$ cat config.mk
export PLATFORM = sky130hd
export DESIGN_NAME = cur_mon_seq
export DESIGN_NICKNAME = d
export VERILOG_FILES = /design/src/rtl/cms_pkg.sv /design/src/rtl/cms_cfg_regs.sv /design/src/rtl/cms_phase_ctl.sv /design/src/rtl/cms_scaler.sv /design/src/rtl/cur_mon_seq.sv
export SDC_FILE = /design/constraint.sdc
export NUM_CORES = 1
export LEC_CHECK = 0
export ABC_AREA = 1
export BUFFER_PORTS_ARGS = -buffer_cell sky130_fd_sc_hd__buf_4
export CELL_PAD_IN_SITES_DETAIL_PLACEMENT = 0
export CELL_PAD_IN_SITES_GLOBAL_PLACEMENT = 2
export CORE_MARGIN = 4
export CORE_UTILIZATION = 29
export CTS_CLUSTER_DIAMETER = 100
export DETAILED_ROUTE_END_ITERATION = 6
export PLACE_DENSITY_LB_ADDON = 0.12
export RECOVER_POWER = 50
export SKIP_LAST_GASP = 1
export SYNTH_ARGS = -nofsm -noshare
export SYNTH_HDL_FRONTEND = slang
export SYNTH_SLANG_ARGS = --single-unit
$ cat constraint.sdc
create_clock -name clk -period 2.2 [get_ports clk]
set_input_delay 0.44 -clock clk [delete_from_list [all_inputs] [get_ports clk]]
set_output_delay 0.44 -clock clk [all_outputs]
set_load 0.02 [all_outputs]
$ cat src/rtl/cms_pkg.sv
package cms_pkg;

  typedef enum logic [2:0] {
    ST_IDLE,
    ST_DIS,
    ST_SET,
    ST_START,
    ST_SWAIT,
    ST_CWAIT,
    ST_SCALE,
    ST_DONE
  } cms_state_t;

endpackage

$ cat src/rtl/cms_cfg_regs.sv
module cms_cfg_regs #(
  parameter int CW      = 8,
  parameter int DIS_DEF = 3,
  parameter int SET_DEF = 4,
  parameter int SMP_DEF = 5
) (
  input  logic          clk,
  input  logic          rst,
  input  logic          wr_en,
  input  logic          busy,
  input  logic [CW-1:0] dis_in,
  input  logic [CW-1:0] set_in,
  input  logic [CW-1:0] smp_in,
  output logic [CW-1:0] dis_q,
  output logic [CW-1:0] set_q,
  output logic [CW-1:0] smp_q
);

  always_ff @(posedge clk) begin
    if (rst) begin
      dis_q <= CW'(DIS_DEF);
      set_q <= CW'(SET_DEF);
      smp_q <= CW'(SMP_DEF);
    end else if (wr_en && !busy) begin
      dis_q <= dis_in;
      set_q <= set_in;
      smp_q <= smp_in;
    end
  end

endmodule

$ cat src/rtl/cms_phase_ctl.sv
module cms_phase_ctl
  import cms_pkg::*;
#(
  parameter int CW      = 8,
  parameter int HI_MIN  = 4,
  parameter int TMO_CYC = 1000
) (
  input  logic          clk,
  input  logic          rst,
  input  logic          req,
  input  logic [CW-1:0] dis_cyc,
  input  logic [CW-1:0] set_cyc,
  input  logic [CW-1:0] smp_cyc,
  input  logic          adc_sample,
  input  logic          adc_done,
  output logic          strobe,
  output logic          adc_start,
  output logic          busy,
  output logic          cfg_err,
  output logic          tmo_err,
  output logic          cap_en,
  output logic          mul_en,
  output logic          out_en
);

  localparam int TW = $clog2(TMO_CYC + 1);

  cms_state_t    st;
  logic [CW-1:0] cnt;
  logic [TW-1:0] tcnt;
  logic          seen;
  logic          smp_short;
  logic          dis_end;
  logic          set_end;
  logic          t_end;

  assign smp_short = (smp_cyc < CW'(HI_MIN));
  assign dis_end   = (({1'b0, cnt} + 1'b1) >= {1'b0, dis_cyc});
  assign set_end   = (({1'b0, cnt} + 1'b1) >= {1'b0, set_cyc});
  assign t_end     = (({1'b0, tcnt} + 1'b1) >= (TW + 1)'(TMO_CYC));

  assign cap_en = (st == ST_CWAIT) && adc_done;
  assign mul_en = (st == ST_SCALE);
  assign out_en = (st == ST_DONE);

  always_ff @(posedge clk) begin
    if (rst) begin
      st        <= ST_IDLE;
      cnt       <= '0;
      tcnt      <= '0;
      seen      <= 1'b0;
      strobe    <= 1'b0;
      adc_start <= 1'b0;
      busy      <= 1'b0;
      cfg_err   <= 1'b0;
      tmo_err   <= 1'b0;
    end else begin
      adc_start <= 1'b0;
      case (st)
        ST_IDLE: begin
          if (req) begin
            cfg_err <= smp_short;
            tmo_err <= 1'b0;
            if (!smp_short) begin
              st   <= ST_DIS;
              busy <= 1'b1;
              cnt  <= '0;
            end
          end
        end
        ST_DIS: begin
          if (dis_end) begin
            st     <= ST_SET;
            strobe <= 1'b1;
            cnt    <= '0;
          end else begin
            cnt <= cnt + 1'b1;
          end
        end
        ST_SET: begin
          if (set_end) begin
            st        <= ST_START;
            adc_start <= 1'b1;
          end else begin
            cnt <= cnt + 1'b1;
          end
        end
        ST_START: begin
          st   <= ST_SWAIT;
          seen <= 1'b0;
          tcnt <= '0;
        end
        ST_SWAIT, ST_CWAIT: begin
          if (st == ST_CWAIT && adc_done) begin
            st <= ST_SCALE;
          end else if (t_end) begin
            st      <= ST_IDLE;
            strobe  <= 1'b0;
            busy    <= 1'b0;
            tmo_err <= 1'b1;
          end else begin
            tcnt <= tcnt + 1'b1;
            if (st == ST_SWAIT) begin
              if (adc_sample) begin
                seen <= 1'b1;
              end else if (seen) begin
                st     <= ST_CWAIT;
                strobe <= 1'b0;
              end
            end
          end
        end
        ST_SCALE: st <= ST_DONE;
        ST_DONE: begin
          st   <= ST_IDLE;
          busy <= 1'b0;
        end
        default: st <= ST_IDLE;
      endcase
    end
  end

endmodule

$ cat src/rtl/cms_scaler.sv
module cms_scaler #(
  parameter int N_BITS      = 8,
  parameter int VREF_MV     = 2560,
  parameter int RSENSE_MOHM = 50,
  parameter int FRAC        = 16,
  parameter int IW          = 16
) (
  input  logic              clk,
  input  logic              rst,
  input  logic              cap_en,
  input  logic              mul_en,
  input  logic              out_en,
  input  logic [N_BITS-1:0] code,
  output logic [IW-1:0]     current_ma,
  output logic              valid
);

  localparam int    KW   = 40;
  localparam int    PW   = N_BITS + KW;
  localparam int    SH   = N_BITS + FRAC;
  localparam longint KNUM = longint'(VREF_MV) * 100 * (longint'(1) << FRAC);
  localparam longint KVAL = (KNUM + longint'(RSENSE_MOHM / 2)) / longint'(RSENSE_MOHM);
  localparam logic [KW-1:0] KMUL = KW'(KVAL);
  localparam logic [PW:0]   HALF = (PW + 1)'(1) << (SH - 1);

  logic [N_BITS-1:0] code_q;
  logic [PW-1:0]     prod;
  logic [PW:0]       sum;

  assign sum = {1'b0, prod} + HALF;

  always_ff @(posedge clk) begin
    if (rst) begin
      code_q     <= '0;
      prod       <= '0;
      current_ma <= '0;
      valid      <= 1'b0;
    end else begin
      valid <= 1'b0;
      if (cap_en) code_q <= code;
      if (mul_en) prod <= {{KW{1'b0}}, code_q} * {{N_BITS{1'b0}}, KMUL};
      if (out_en) begin
        current_ma <= IW'(sum >> SH);
        valid      <= 1'b1;
      end
    end
  end

endmodule

$ cat src/rtl/cur_mon_seq.sv
module cur_mon_seq #(
  parameter int N_BITS      = 8,
  parameter int VREF_MV     = 2560,
  parameter int RSENSE_MOHM = 50,
  parameter int FRAC        = 16,
  parameter int IW          = 16,
  parameter int CW          = 8,
  parameter int DIS_DEF     = 3,
  parameter int SET_DEF     = 4,
  parameter int SMP_DEF     = 5,
  parameter int HI_MIN      = 4,
  parameter int TMO_CYC     = 1000
) (
  input  logic              clk,
  input  logic              rst,
  input  logic              meas_req,
  input  logic              cfg_wr,
  input  logic [CW-1:0]     cfg_dis_cyc,
  input  logic [CW-1:0]     cfg_set_cyc,
  input  logic [CW-1:0]     cfg_smp_cyc,
  input  logic              adc_sample,
  input  logic              adc_done,
  input  logic [N_BITS-1:0] adc_code,
  output logic              mon_strobe,
  output logic              adc_start,
  output logic [CW-1:0]     adc_smp_cyc,
  output logic              busy,
  output logic              res_valid,
  output logic [IW-1:0]     current_ma,
  output logic              cfg_err,
  output logic              tmo_err
);

  logic [CW-1:0] dis_q;
  logic [CW-1:0] set_q;
  logic          cap_en;
  logic          mul_en;
  logic          out_en;

  cms_cfg_regs #(
    .CW(CW), .DIS_DEF(DIS_DEF), .SET_DEF(SET_DEF), .SMP_DEF(SMP_DEF)
  ) u_cfg (
    .clk(clk), .rst(rst), .wr_en(cfg_wr), .busy(busy),
    .dis_in(cfg_dis_cyc), .set_in(cfg_set_cyc), .smp_in(cfg_smp_cyc),
    .dis_q(dis_q), .set_q(set_q), .smp_q(adc_smp_cyc)
  );

  cms_phase_ctl #(
    .CW(CW), .HI_MIN(HI_MIN), .TMO_CYC(TMO_CYC)
  ) u_ctl (
    .clk(clk), .rst(rst), .req(meas_req),
    .dis_cyc(dis_q), .set_cyc(set_q), .smp_cyc(adc_smp_cyc),
    .adc_sample(adc_sample), .adc_done(adc_done),
    .strobe(mon_strobe), .adc_start(adc_start), .busy(busy),
    .cfg_err(cfg_err), .tmo_err(tmo_err),
    .cap_en(cap_en), .mul_en(mul_en), .out_en(out_en)
  );

  cms_scaler #(
    .N_BITS(N_BITS), .VREF_MV(VREF_MV), .RSENSE_MOHM(RSENSE_MOHM),
    .FRAC(FRAC), .IW(IW)
  ) u_scl (
    .clk(clk), .rst(rst), .cap_en(cap_en), .mul_en(mul_en), .out_en(out_en),
    .code(adc_code), .current_ma(current_ma), .valid(res_valid)
  );

endmodule

== After elaboration in Yosys (flattened, before gate mapping) ==
Cells that the tools add are included.

* Register bits after elaboration: 87
* Input bits: 38
* Output and inout port bits: 30

* Add/sub/neg operators: 5
* $mul: 1
* $lt $le $gt $ge: 4
* Eq/ne operators: 23
* Multiplexer cells: 41
* Bitwise logic cells: 1
* Reductions and logical operators: 19

{| class="wikitable"
|+ Operators by type and width
! operator !! count
|-
| 37-bit by 24-bit adder with 38-bit output (second input constant) || 1
|-
| 8-bit two-way mux || 4
|-
| 3-bit two-way mux || 9
|-
| 8-bit one-hot mux with 3 select lines || 1
|-
| 3-bit one-hot mux with 7 select lines || 1
|-
| 10-bit two-way mux || 2
|-
| 10-bit one-hot mux with 2 select lines || 1
|-
| 1-bit two-way mux || 19
|-
| 9-bit by 8-bit greater-or-equal comparator with 1-bit output || 2
|-
| 3-bit equality test (second input constant) || 4
|-
| 2-bit inequality test (second input constant) || 6
|-
| 10-bit by 1-bit adder with 11-bit output (second input constant) || 1
|-
| 11-bit by 10-bit greater-or-equal comparator with 1-bit output (second input constant) || 1
|-
| 8-bit by 3-bit multiplier with 11-bit output (second input constant) || 1
|-
| 10-bit by 1-bit adder with 10-bit output (second input constant) || 1
|-
| 5-bit AND reduction || 2
|-
| 8-bit by 1-bit adder with 9-bit output (second input constant) || 1
|-
| 8-bit by 1-bit adder with 8-bit output (second input constant) || 1
|-
| 8-bit by 3-bit < comparator with 1-bit output (second input constant) || 1
|-
| 2-bit by 1-bit inequality test with 1-bit output (second input constant) || 4
|-
| 4-bit by 2-bit inequality test with 1-bit output (second input constant) || 2
|-
| 4-bit AND reduction || 2
|-
| 7-bit AND reduction || 1
|-
| 3-bit by 2-bit equality test with 1-bit output (second input constant) || 2
|-
| 16 further kinds || 24
|}

== Logic depth before layout (Yosys ltp) ==
Gate-level depths: netlist (run 1).

* Depth after elaboration: 6
* Gate-level depth with buffers: 17

== Modules after synthesis ==
Synthesis (run 1) repeated with hierarchy kept, for this count alone.

* Cells, all modules: 678
* Area total of the unflattened synthesis: 4,650.7 µm²

{| class="wikitable"
|+ By module, submodules not included
! module !! times used !! cells each !! area each (µm²) !! seq. area each (µm²)
|-
| cms_phase_ctl || 1 || 329 || 2,109.5 || 540.5
|-
| cms_scaler || 1 || 202 || 1,482.7 || 620.6
|-
| cms_cfg_regs || 1 || 147 || 1,058.5 || 480.5
|}

== Worst setup path before layout (run 1) ==
No wires, ideal clock.

* Kind: reg-to-reg
* Start: register u_ctl.cnt[0]
* End: register u_ctl.cnt[7]
* Library setup time: 0.117 ns
* Data arrival time: 2.221 ns
* Data required time: 2.083 ns
* Path slack: -0.138 ns
* Stages on the path, launching flop included: 18
* Buffers on the path: 0
* Clock period less this slack: 2.338 ns
* Cell sequence: dfxtp_1 ha_1 nand2_1 nor2_2 nand3_1 xor2_1 inv_1 ha_1 a21oi_1 o21ai_0 nor2_1 nand3_1 nand2_1 inv_2 nor2_4 inv_2 a21oi_1 nor2_1

* Longest elaborated chain between the ends: 4
* Elaborated cells on any way between the ends: 9

{| class="wikitable"
|+ RTL lines
! what !! line !! source
|-
| from (decl) || cms_phase_ctl.sv:29 || <nowiki>logic [CW-1:0] cnt;</nowiki>
|-
| from (signal assigned) || cms_phase_ctl.sv:77 || <nowiki>cnt <= cnt + 1'b1;</nowiki>
|-
| from (signal assigned) || cms_phase_ctl.sv:85 || <nowiki>cnt <= cnt + 1'b1;</nowiki>
|-
| 8-bit by 1-bit adder with 9-bit output || cms_phase_ctl.sv:38, cms_phase_ctl.sv:39 ||
|-
| 9-bit by 8-bit greater-or-equal comparator with 1-bit output (on tied branches) || cms_phase_ctl.sv:38, cms_phase_ctl.sv:39 ||
|-
| 8-bit two-way mux / 2-bit inequality test (equally long branches) || n/a ||
|-
| 8-bit one-hot mux with 3 select lines / 4-bit AND reduction (equally long branches) || n/a ||
|}

Several ways; a longest one is shown, not always the timed one. The select of a mux whose other input is x is not followed.
A chain may end at the register's enable or synchronous reset.

== Worst setup path in the final report (run 1) ==
Same ends and word-level chain as after synthesis.

==> flow_summary.json, run 1 <==
{
  "status": "complete, but fails checks",
  "violations": "negative setup slack",
  "dp_slack_ns": -0.2128,
  "drt-initial-drc-count": 190,
  "ys_seq_area_frac": 0.3879,
  "setup_violations": 11,
  "synth-simple-area-share": 0.2348,
  "rrSetupSlack_ns": -0.15,
  "skew_ns": 0.008469,
  "crit_path_end": "u_ctl.cnt[7]$_SDFFE_PP0P_",
  "die_y_um": 128.8,
  "drt-total-wl_mm": 11.76,
  "initial_core_util": 0.3002,
  "p_leak_uw": 0.002432,
  "vias": 3883,
  "hold_violations": 0,
  "fmax_mhz": 426.1,
  "cp.required_ns": 2.43,
  "rr_startpoint": "u_ctl.cnt[0]$_SDFFE_PP0P_",
  "slew_headroom": 0.3805,
  "synth_top_family_by_area": "simple AND/OR/NAND/NOR gates",
  "ant_nets": 0,
  "ys.flop_type": "dfxtp_1",
  "nets": 729,
  "place_congestion": 0.8303,
  "hold_path_class": "input port to register",
  "clock_tree.root_cell": "clkbuf_16",
  "syn-cell-area_um2": 4232,
  "dieArea_um2": 16590,
  "timing.rr.end": "u_ctl.cnt[7]$_SDFFE_PP0P_",
  "dr.pass1.iters": 4,
  "yosys.area_share.xor_xnor": 0.02484,
  "power_density_nw_per_um2": 873.3,
  "cts_buffers": 9,
  "cts_buffer_depth": 2,
  "layout_commonest_cell": "dfxtp_1",
  "finalPower_uw": 4814,
  "synth-seq-cells": 82,
  "vias_per_cell": 4.606,
  "hpwl_mm": 8.481,
  "fin_crit_ns": 2.347,
  "grt_pass1_vias": 3801,
  "async_flop_share": 0,
  "num_antenna_cells": 0,
  "crit_path_max_fanout": 8,
  "clkSlewWorstSetupHoldPaths_ns": 0.06,
  "period_share": 1.067,
  "synth_cells": 573,
  "io-pin-count": 68,
  "clk_latency_ns": 0.34,
  "synth_edf_count": 0,
  "reg2reg_depth": 17,
  "synth.area.mux_share": 0,
  "synth.avg_cell_area_um2": 7.385,
  "mostFrequentLayoutCells": "79 x dfxtp_1, 72 x nand2_1, 66 x nor2_1",
  "irDropWorstVdd_mv": 0.4860,
  "synth_warnings": 0,
  "antenna_found_initial": 0,
  "synth-compound-area-share": 0.1632,
  "rows": 43,
  "coreArea_um2": 14100,
  "rsz0062_at_grt": "yes",
  "gr-total-overflow": 0,
  "startpoint": "u_ctl.cnt[0]$_SDFFE_PP0P_",
  "area_growth_pct": 30.28,
  "maxCapViolCount": 0,
  "io_buffers": 62,
  "synthAdderAreaFrac": 0.09344,
  "track_usage": 0.1446,
  "yosysUniqueCellTypes": 36,
  "die_w_um": 128.8,
  "tritoncts": "done",
  "cts.sink_count": 82,
  "drc": 0,
  "critPathLaunchType": "register",
  "drv_slew": 0,
  "grt_max_degree": 30,
  "avgRoutedWirePerCell_um": 13.94,
  "cts_hold_buf": 0,
  "setup_ws_ns": -0.1468,
  "tightest_slew_ns": 0.9293,
  "grt_pass1_wl_mm": 19.02,
  "ctsHtreeMaxLevel": 3,
  "criticalPathCategory": "register to register",
  "drive_gt1_frac": 0.2217,
  "critPathCaptureType": "register",
  "cp_data_arrival_time_ns": 2.58
}
[sequential cells by signal (all words and copies together) (netlist names), 3 cells and up]
| signal | flops |
|---|---|
| u_cfg.smp_q | 8 |
| u_ctl.tcnt | 10 |
| u_cfg.set_q | 8 |
| u_scl.prod | 11 |
| u_scl.current_ma | 11 |
| u_scl.code_q | 8 |
| u_ctl.st | 3 |
| u_cfg.dis_q | 8 |
| u_ctl.cnt | 8 |
[power by group]
part	switching [uW]	internal (uW)	total [uW]
clock	598	1010	1610
combinational	875	573	1450
sequential	118	1640	1760
total	1590	3220	4810
[per-stage QoR]
step	hold slack (ns)	TNS (ns)	util	cell area (um^2)	cells
3_5_place_dp	0.4380	-1.918	0.3615	5096	822
4_1_cts	0.2855	-0.7711	0.3896	5492	841
5_1_grt	0.2885	-3.059	0.3911	5513	843
3_3_place_gp	0.4347	-1.387	0.3615	5096	822
2_1_floorplan	0.4266	-0.003647	-	4309	577
6_report	0.3019	-1.173	0.3911	5513	843
[final cells by class]
class | instances | area, um^2
multi-input combinational | 401 | 2420
clock inverter | 3 | 65.06
timing repair buffer | 96 | 646.9
inverter | 70 | 265.3
tap | 180 | 225.2
sequential | 82 | 1648
fill | 1492 | 8583
clock buffer | 11 | 242.7
[worst max-delay path, cell delays in order, from the launching register on]
cell and delay, ns:
dfxtp_4 0.37, ha_4 0.15, nand2_4 0.05, nor2_4 0.11
xnor2_1 0.14, inv_2 0.09, ha_4 0.25, a21oi_2 0.12
o21a_1 0.12, nor2_1 0.03, nor2_1 0.13, nand3_2 0.09
nand2_1 0.08, inv_2 0.06, nor2_4 0.17, inv_4 0.09
a21oi_2 0.13, nor2_1 0.05
[Yosys cell counts (6+ instances only)]
cell,count,area share
nor3_1,6,0.0071
a21oi_1,62,0.073
inv_1,64,0.057
xor2_1,9,0.019
nand4_1,7,0.010
o21ai_0,55,0.065
ha_1,30,0.089
nor2_1,69,0.061
dfxtp_1,82,0.39
nand2_1,79,0.070
nand3_1,40,0.047
clkbuf_1,14,0.012
[kinds of logic (layout without fill, tap and decap cells)]
kind of cell    Yosys count  after routing
simple gates            222            223
compound gates          130            130
buf+inv                  95            180
flops                    82             82
fa+ha+maj                31             31
xor+xnor                 12             12
other cells               1              5
[metal layers]
| metal | global-route usage | vias to the layer above | share of wire |
|---|---|---|---|
| met3 | 0.04151 | 10 | 0.045 |
| met2 | 0.2296 | 64 | 0.46 |
| li1 | - | 2051 | - |
| met5 | 0 | - | 0 |
| met1 | 0.1920 | 1758 | 0.49 |
| met4 | 0.04077 | 0 | 0.011 |
[timing repair]
action,4_1_cts,5_1_grt
resized for setup,15,28
endpoints found under the setup margin,11,19
hold endpoints to repair,0,0
cloned,1,0
pin swaps,11,10
setup buffers,4,4
[worst min path at each step]
stage                                 startpoint  slack [ns]  cells after the start                                end
4_1_cts                           cfg_smp_cyc[0]        0.29                      3        u_cfg.smp_q[0]$_SDFFE_PP1P_
5_1_grt                           cfg_smp_cyc[0]        0.29                      3        u_cfg.smp_q[0]$_SDFFE_PP1P_
3_3_place_gp   u_scl.current_ma[12]$_SDFFE_PP0P_        0.43                      2  u_scl.current_ma[12]$_SDFFE_PP0P_
3_5_place_dp   u_scl.current_ma[11]$_SDFFE_PP0P_        0.44                      2  u_scl.current_ma[11]$_SDFFE_PP0P_
2_1_floorplan            u_ctl.seen$_SDFFE_PP0P_        0.43                      2            u_ctl.seen$_SDFFE_PP0P_
6_report                          cfg_smp_cyc[0]        0.30                      3        u_cfg.smp_q[0]$_SDFFE_PP1P_
Note: power is estimated with default switching activity, not from simulation.
==> run 2: changes to the inputs <==
--- a/config.mk
+++ b/config.mk
@@ -11,5 +11,5 @@
 export CELL_PAD_IN_SITES_GLOBAL_PLACEMENT = 2
 export CORE_MARGIN = 4
-export CORE_UTILIZATION = 29
+export CORE_UTILIZATION = 32
 export CTS_CLUSTER_DIAMETER = 100
 export DETAILED_ROUTE_END_ITERATION = 6
==> constraint.sdc (replaced) <==
create_clock -name clk -period 2.4 [get_ports clk]
set_input_delay 0 -clock clk [delete_from_list [all_inputs] [get_ports clk]]
set_output_delay 0 -clock clk [all_outputs]
set_load 0.02 [all_outputs]
==> run 2 against run 1 <==
Compared with the run above:
- the flow now finishes without violations
- first-iteration DRC count shrank 2.1%
- sequential power shrank 9%
- worst setup slack improved by 0.19 ns
- combinational power is 7% lower
- flip-flop and latch count unchanged
- clock power fell by 9%
- worst hold slack got worse by 0.27 ns
- global-route usage is 1.3 points higher
- final cell count grew 1.8%
- critical path type unchanged
==> flow_summary.json, run 2 (same netlist as run 1, synthesis figures left out) <==
{
  "slew_headroom": 0.4677,
  "crit_path_max_fanout": 5,
  "cp.required_ns": 2.67,
  "rrSetupSlack_ns": 0.04,
  "irDropWorstVdd_mv": 0.3482,
  "area_growth_pct": 34.65,
  "ant_nets": 0,
  "slowest_delay_ns": 0.36,
  "cp_data_arrival_time_ns": 2.63,
  "vias": 3943,
  "critPathLaunchType": "register",
  "drc": 0,
  "p_comb_frac": 0.305,
  "hpwl_mm": 8.012,
  "path_cells": "ha_4, nand2_2, nor2_4, nand3_2, xor2_1, inv_2, ha_4, a21oi_2, o21ai_1, nor2_1, nand3_1, nand2_1, inv_2, nor2_4, nand3_1, a21oi_1",
  "hold_violations": 0,
  "grt_max_degree": 36,
  "p_switching_uw": 1446,
  "rows": 41,
  "critPathCaptureType": "register",
  "whs_ns": 0.03069,
  "io_buffers": 62,
  "p_int_uw": 2977,
  "mostFrequentLayoutCells": "79 x dfxtp_1, 74 x nand2_1, 65 x nor2_1",
  "power_density_nw_per_um2": 776.2,
  "clock_tree.root_cell": "clkbuf_16",
  "switching_share": 0.3269,
  "nets": 752,
  "grt_pass1_vias": 3833,
  "maxCapViolCount": 0,
  "fin_crit_ns": 2.359,
  "die_y_um": 123.0,
  "p_leak_uw": 0.002490,
  "num_antenna_cells": 0,
  "criticalPathCategory": "register to register",
  "gr-total-overflow": 0,
  "initial_core_util": 0.3313,
  "clk_latency_ns": 0.34,
  "grt_pass1_wl_mm": 18.57,
  "avgRoutedWirePerCell_um": 13.05,
  "drt-total-wl_mm": 11.19,
  "cts_buffer_depth": 2,
  "drv_slew": 0,
  "cts_buffers": 9,
  "dieArea_um2": 15130,
  "layout_commonest_cell": "dfxtp_1",
  "rsz0062_at_grt": "yes",
  "skew_ns": 0.002958,
  "tightest_slew_ns": 0.7985,
  "fmax_mhz": 423.9,
  "die_w_um": 123.0,
  "status": "completed",
  "worst-path-buf-inv": 2,
  "clkSlewWorstSetupHoldPaths_ns": 0.06,
  "coreArea_um2": 12770,
  "place_congestion": 0.7821,
  "setup_violations": 0,
  "antenna_found_initial": 0,
  "period_share": 0.9829,
  "dp_slack_ns": -0.08346,
  "drt-initial-drc-count": 186,
  "ctsHtreeMaxLevel": 3,
  "reg.largest.list": "u_scl.current_ma (11), u_scl.prod (11), u_ctl.tcnt (10)",
  "setup_ws_ns": 0.04116,
  "vias_per_cell": 4.596,
  "track_usage": 0.1571,
  "power_frac_clock": 0.331,
  "p_seq_frac": 0.363,
  "tritoncts": "done",
  "drive_gt1_frac": 0.1910,
  "io-pin-count": 68,
  "cts.sink_count": 82,
  "cpMaxStageDelayCell": "dfxtp_2",
  "crit_family": "simple AND/OR/NAND/NOR gates",
  "dr.pass1.iters": 4,
  "hold_path_class": "input port to register"
}
run 2: final timing paths:
check	startpoint	to	cells after the start
worst min register to register	u_scl.current_ma[4]$_SDFFE_PP0P_	u_scl.current_ma[4]$_SDFFE_PP0P_	2
worst min-delay path	rst	u_ctl.st[0]$_SDFFE_PP0P_	2
worst max register to register	u_ctl.cnt[1]$_SDFFE_PP0P_	u_ctl.cnt[2]$_SDFFE_PP0P_	16
worst max-delay path	u_ctl.cnt[1]$_SDFFE_PP0P_	u_ctl.cnt[2]$_SDFFE_PP0P_	16
run 2: routing by layer:
metal  up-vias  track usage  share of wire  wire, um
li1       2094            -              -         -
met1      1762       0.2080           0.50      5550
met2        80       0.2460           0.44      4959
met3         7      0.04986          0.052       580
met4         0      0.04637         0.0092       103
met5         -            0              0         0
run 2: worst reg2reg max path: stages, from the launching register on:
cell     delay (ns)
dfxtp_2        0.36
ha_4           0.16
nand2_2        0.07
nor2_4         0.12
nand3_2        0.08
xor2_1         0.16
inv_2          0.08
ha_4           0.25
a21oi_2        0.14
o21ai_1        0.07
nor2_1         0.09
nand3_1        0.12
nand2_1        0.10
inv_2          0.06
nor2_4         0.17
nand3_1        0.13
a21oi_1        0.15
run 2: stage by stage:
| step | instance area (um^2) | util | setup TNS [ns] | total power (uW) | cells |
|---|---|---|---|---|---|
| after floorplan | 4247 | - | 0 | 2390 | 577 |
| after global placement | 4946 | 0.3872 | -0.01183 | 2780 | 807 |
| after detailed placement | 4946 | 0.3872 | -0.4615 | 2790 | 807 |
| after CTS | 5642 | 0.4417 | 0 | 4391 | 855 |
| after global routing | 5698 | 0.4461 | -1.321 | 4751 | 858 |
| final | 5698 | 0.4461 | 0 | 4423 | 858 |
run 2: area by class of cell:
class | instances | area (um^2)
fill | 1308 | 7076
timing repair buffer | 119 | 883.3
clock buffer | 11 | 242.7
sequential | 82 | 1648
tap | 172 | 215.2
inverter | 70 | 265.3
clock inverter | 3 | 65.06
multi-input combinational | 401 | 2379
run 2: power groups by stage:
stage	logic (uW)	registers, uW	clock network (uW)
after floorplan	741	1650	0
after global placement	1160	1620	0
after detailed placement	1170	1620	0
after CTS	1270	1600	1530
after global routing	1540	1630	1580
final	1350	1610	1460
run 2: repair_timing:
item | 4_1_cts | 5_1_grt
pin swaps | 3 | 20
endpoints found under the hold margin | 33 | 0
setup endpoints to repair | 10 | 12
setup buffers | 0 | 3
gates resized for setup | 10 | 35
hold buffers | 33 | 0
gates cloned | 1 | 0
==> run 3: changes to the inputs <==
- CORE_UTILIZATION: 32 -> 33
- CTS_BUF_LIST: unset -> sky130_fd_sc_hd__clkbuf_8
==> run 3 against run 2 <==
Compared with the run above:
- global-route usage up 0.21 points
- sequential power barely moved
- register-to-register slack about the same
- combinational power about the same
- highest routed layer unchanged
- largest cell class unchanged
- critical endpoint is now u_ctl.cnt[1]$_SDFFE_PP0P_
==> flow_summary.json, run 3 (same netlist as run 1, synthesis figures left out) <==
{
  "clock_tree.root_cell": "clkbuf_8",
  "slowest_delay_ns": 0.38,
  "drt-initial-drc-count": 170,
  "grt_max_degree": 36,
  "place_congestion": 0.8306,
  "power_density_nw_per_um2": 717.3,
  "track_usage": 0.1592,
  "grt_pass1_wl_mm": 18.72,
  "clkSlewWorstSetupHoldPaths_ns": 0.09,
  "layout_commonest_cell": "dfxtp_1",
  "fin_util": 0.4531,
  "tritoncts": "done",
  "period_share": 0.9840,
  "nets": 755,
  "io-pin-count": 68,
  "maxCapViolCount": 0,
  "die_y_um": 121.2,
  "coreArea_um2": 12570,
  "area_growth_pct": 34.57,
  "dp_slack_ns": -0.1505,
  "fin_crit_ns": 2.362,
  "num_antenna_cells": 0,
  "dieArea_um2": 14700,
  "critPathLaunchType": "register",
  "cts.sink_count": 82,
  "antenna_found_initial": 0,
  "drc": 0,
  "die_w_um": 121.2,
  "initial_core_util": 0.3367,
  "ant_nets": 0,
  "crit_family": "simple AND/OR/NAND/NOR gates",
  "cp_num_cells": 17,
  "reg2reg_depth": 17,
  "drv_slew": 0,
  "dr.pass1.iters": 4,
  "fmax_mhz": 423.4,
  "hold_depth": 4,
  "cp.required_ns": 2.70,
  "startpoint": "u_ctl.cnt[0]$_SDFFE_PP0P_",
  "hpwl_mm": 7.845,
  "slew_headroom": 0.4017,
  "grt_pass1_vias": 3853,
  "hold_path_class": "input port to register",
  "criticalPathCategory": "register to register",
  "rsz0062_at_grt": "yes",
  "rr_startpoint": "u_ctl.cnt[0]$_SDFFE_PP0P_",
  "instances_no_fill": 863,
  "rrSetupSlack_ns": 0.04,
  "critPathCaptureType": "register",
  "avgRoutedWirePerCell_um": 12.77,
  "reg.largest.list": "u_scl.current_ma (11), u_scl.prod (11), u_ctl.tcnt (10)",
  "vias_per_cell": 4.596,
  "skew_ns": 0.009731,
  "gr-total-overflow": 0,
  "ctsHtreeMaxLevel": 3,
  "cp_data_arrival_time_ns": 2.66,
  "cts_buffers": 9,
  "p_leak_uw": 0.002478,
  "vias": 3966,
  "io_buffers": 62,
  "cpMaxStageDelayCell": "dfxtp_4",
  "drt-total-wl_mm": 11.02,
  "crit_path_max_fanout": 4,
  "clk_latency_ns": 0.36,
  "setup_ws_ns": 0.03837,
  "crit_path_end": "u_ctl.cnt[1]$_SDFFE_PP0P_",
  "path_cells": "buf_6, nand3_4, nor2_4, nand4_1, xor2_1, inv_1, ha_4, nand4_1, nor2_1, nor2_1, nand3_2, nand2_2, inv_2, nor2_4, buf_6, nand3_1, a21oi_1",
  "worst-path-buf-inv": 4,
  "hold_violations": 0,
  "rows": 41,
  "status": "completed",
  "setup_violations": 0,
  "post-place-cells": 807,
  "irDropWorstVdd_mv": 0.2876,
  "cts_buffer_depth": 2,
  "drive_gt1_frac": 0.2026,
  "tightest_slew_ns": 0.8975,
  "timing.rr.end": "u_ctl.cnt[1]$_SDFFE_PP0P_",
  "mostFrequentLayoutCells": "79 x dfxtp_1, 72 x nand2_1, 67 x nor2_1"
}
run 3: worst min path at each step:
stage,endpoint,from,slack (ns)
global route,u_ctl.tmo_err$_SDFFE_PP0P_,meas_req,0.09
floorplan,u_ctl.st[2]$_SDFFE_PP0P_,rst,0.07
finish,u_ctl.tmo_err$_SDFFE_PP0P_,meas_req,0.06
detailed placement,u_cfg.smp_q[0]$_SDFFE_PP1P_,cfg_smp_cyc[0],0.21
CTS,u_ctl.tmo_err$_SDFFE_PP0P_,meas_req,0.04
global placement,u_cfg.smp_q[0]$_SDFFE_PP1P_,cfg_smp_cyc[0],0.20
run 3: tightest hold or removal path, stage by stage:
cell	delay, ns
buf_4	0.09
nand2_1	0.08
inv_1	0.13
nor3_1	0.07
run 3: per-layer routing:
layer | vias up | global-route usage | part of all wire
met5 | - | 0 | 0
met4 | 0 | 0.05882 | 0.015
met3 | 12 | 0.02704 | 0.042
met2 | 75 | 0.2522 | 0.43
met1 | 1775 | 0.2179 | 0.51
li1 | 2104 | - | -
run 3: final cells by class:
type	instances	area, um^2
Multi-Input combinational cell	400	2416
Inverter	70	265.3
Timing Repair Buffer	123	937.1
Tap cell	172	215.2
Fill cell	1331	6874
Clock inverter	7	86.33
Clock buffer	9	123.9
Sequential cell	82	1650
run 3: where the power goes:
group          internal [uW]  total (uW)  switching (uW)
Sequential              1500        1610             107
Clock                    577        1100             523
Combinational            582        1380             795
run 3: timing repair:
item | 4_1_cts | 5_1_grt
hold buffers | 34 | 0
pin swaps | 13 | 22
setup buffers | 5 | 2
resized for setup | 29 | 28
endpoints found under the setup margin | 10 | 12
hold endpoints to repair | 46 | 0
run 3: stage by stage:
step | hold slack, ns | setup TNS, ns | power (uW) | instance area [um^2]
6_report | 0.05521 | 0 | 4085 | 5694
5_1_grt | 0.09415 | -1.320 | 4399 | 5694
4_1_cts | 0.03691 | 0 | 4081 | 5668
3_5_place_dp | 0.2072 | -0.8841 | 2781 | 4946
3_3_place_gp | 0.2004 | -0.06527 | 2769 | 4946
2_1_floorplan | 0.07244 | 0 | 2390 | 4247
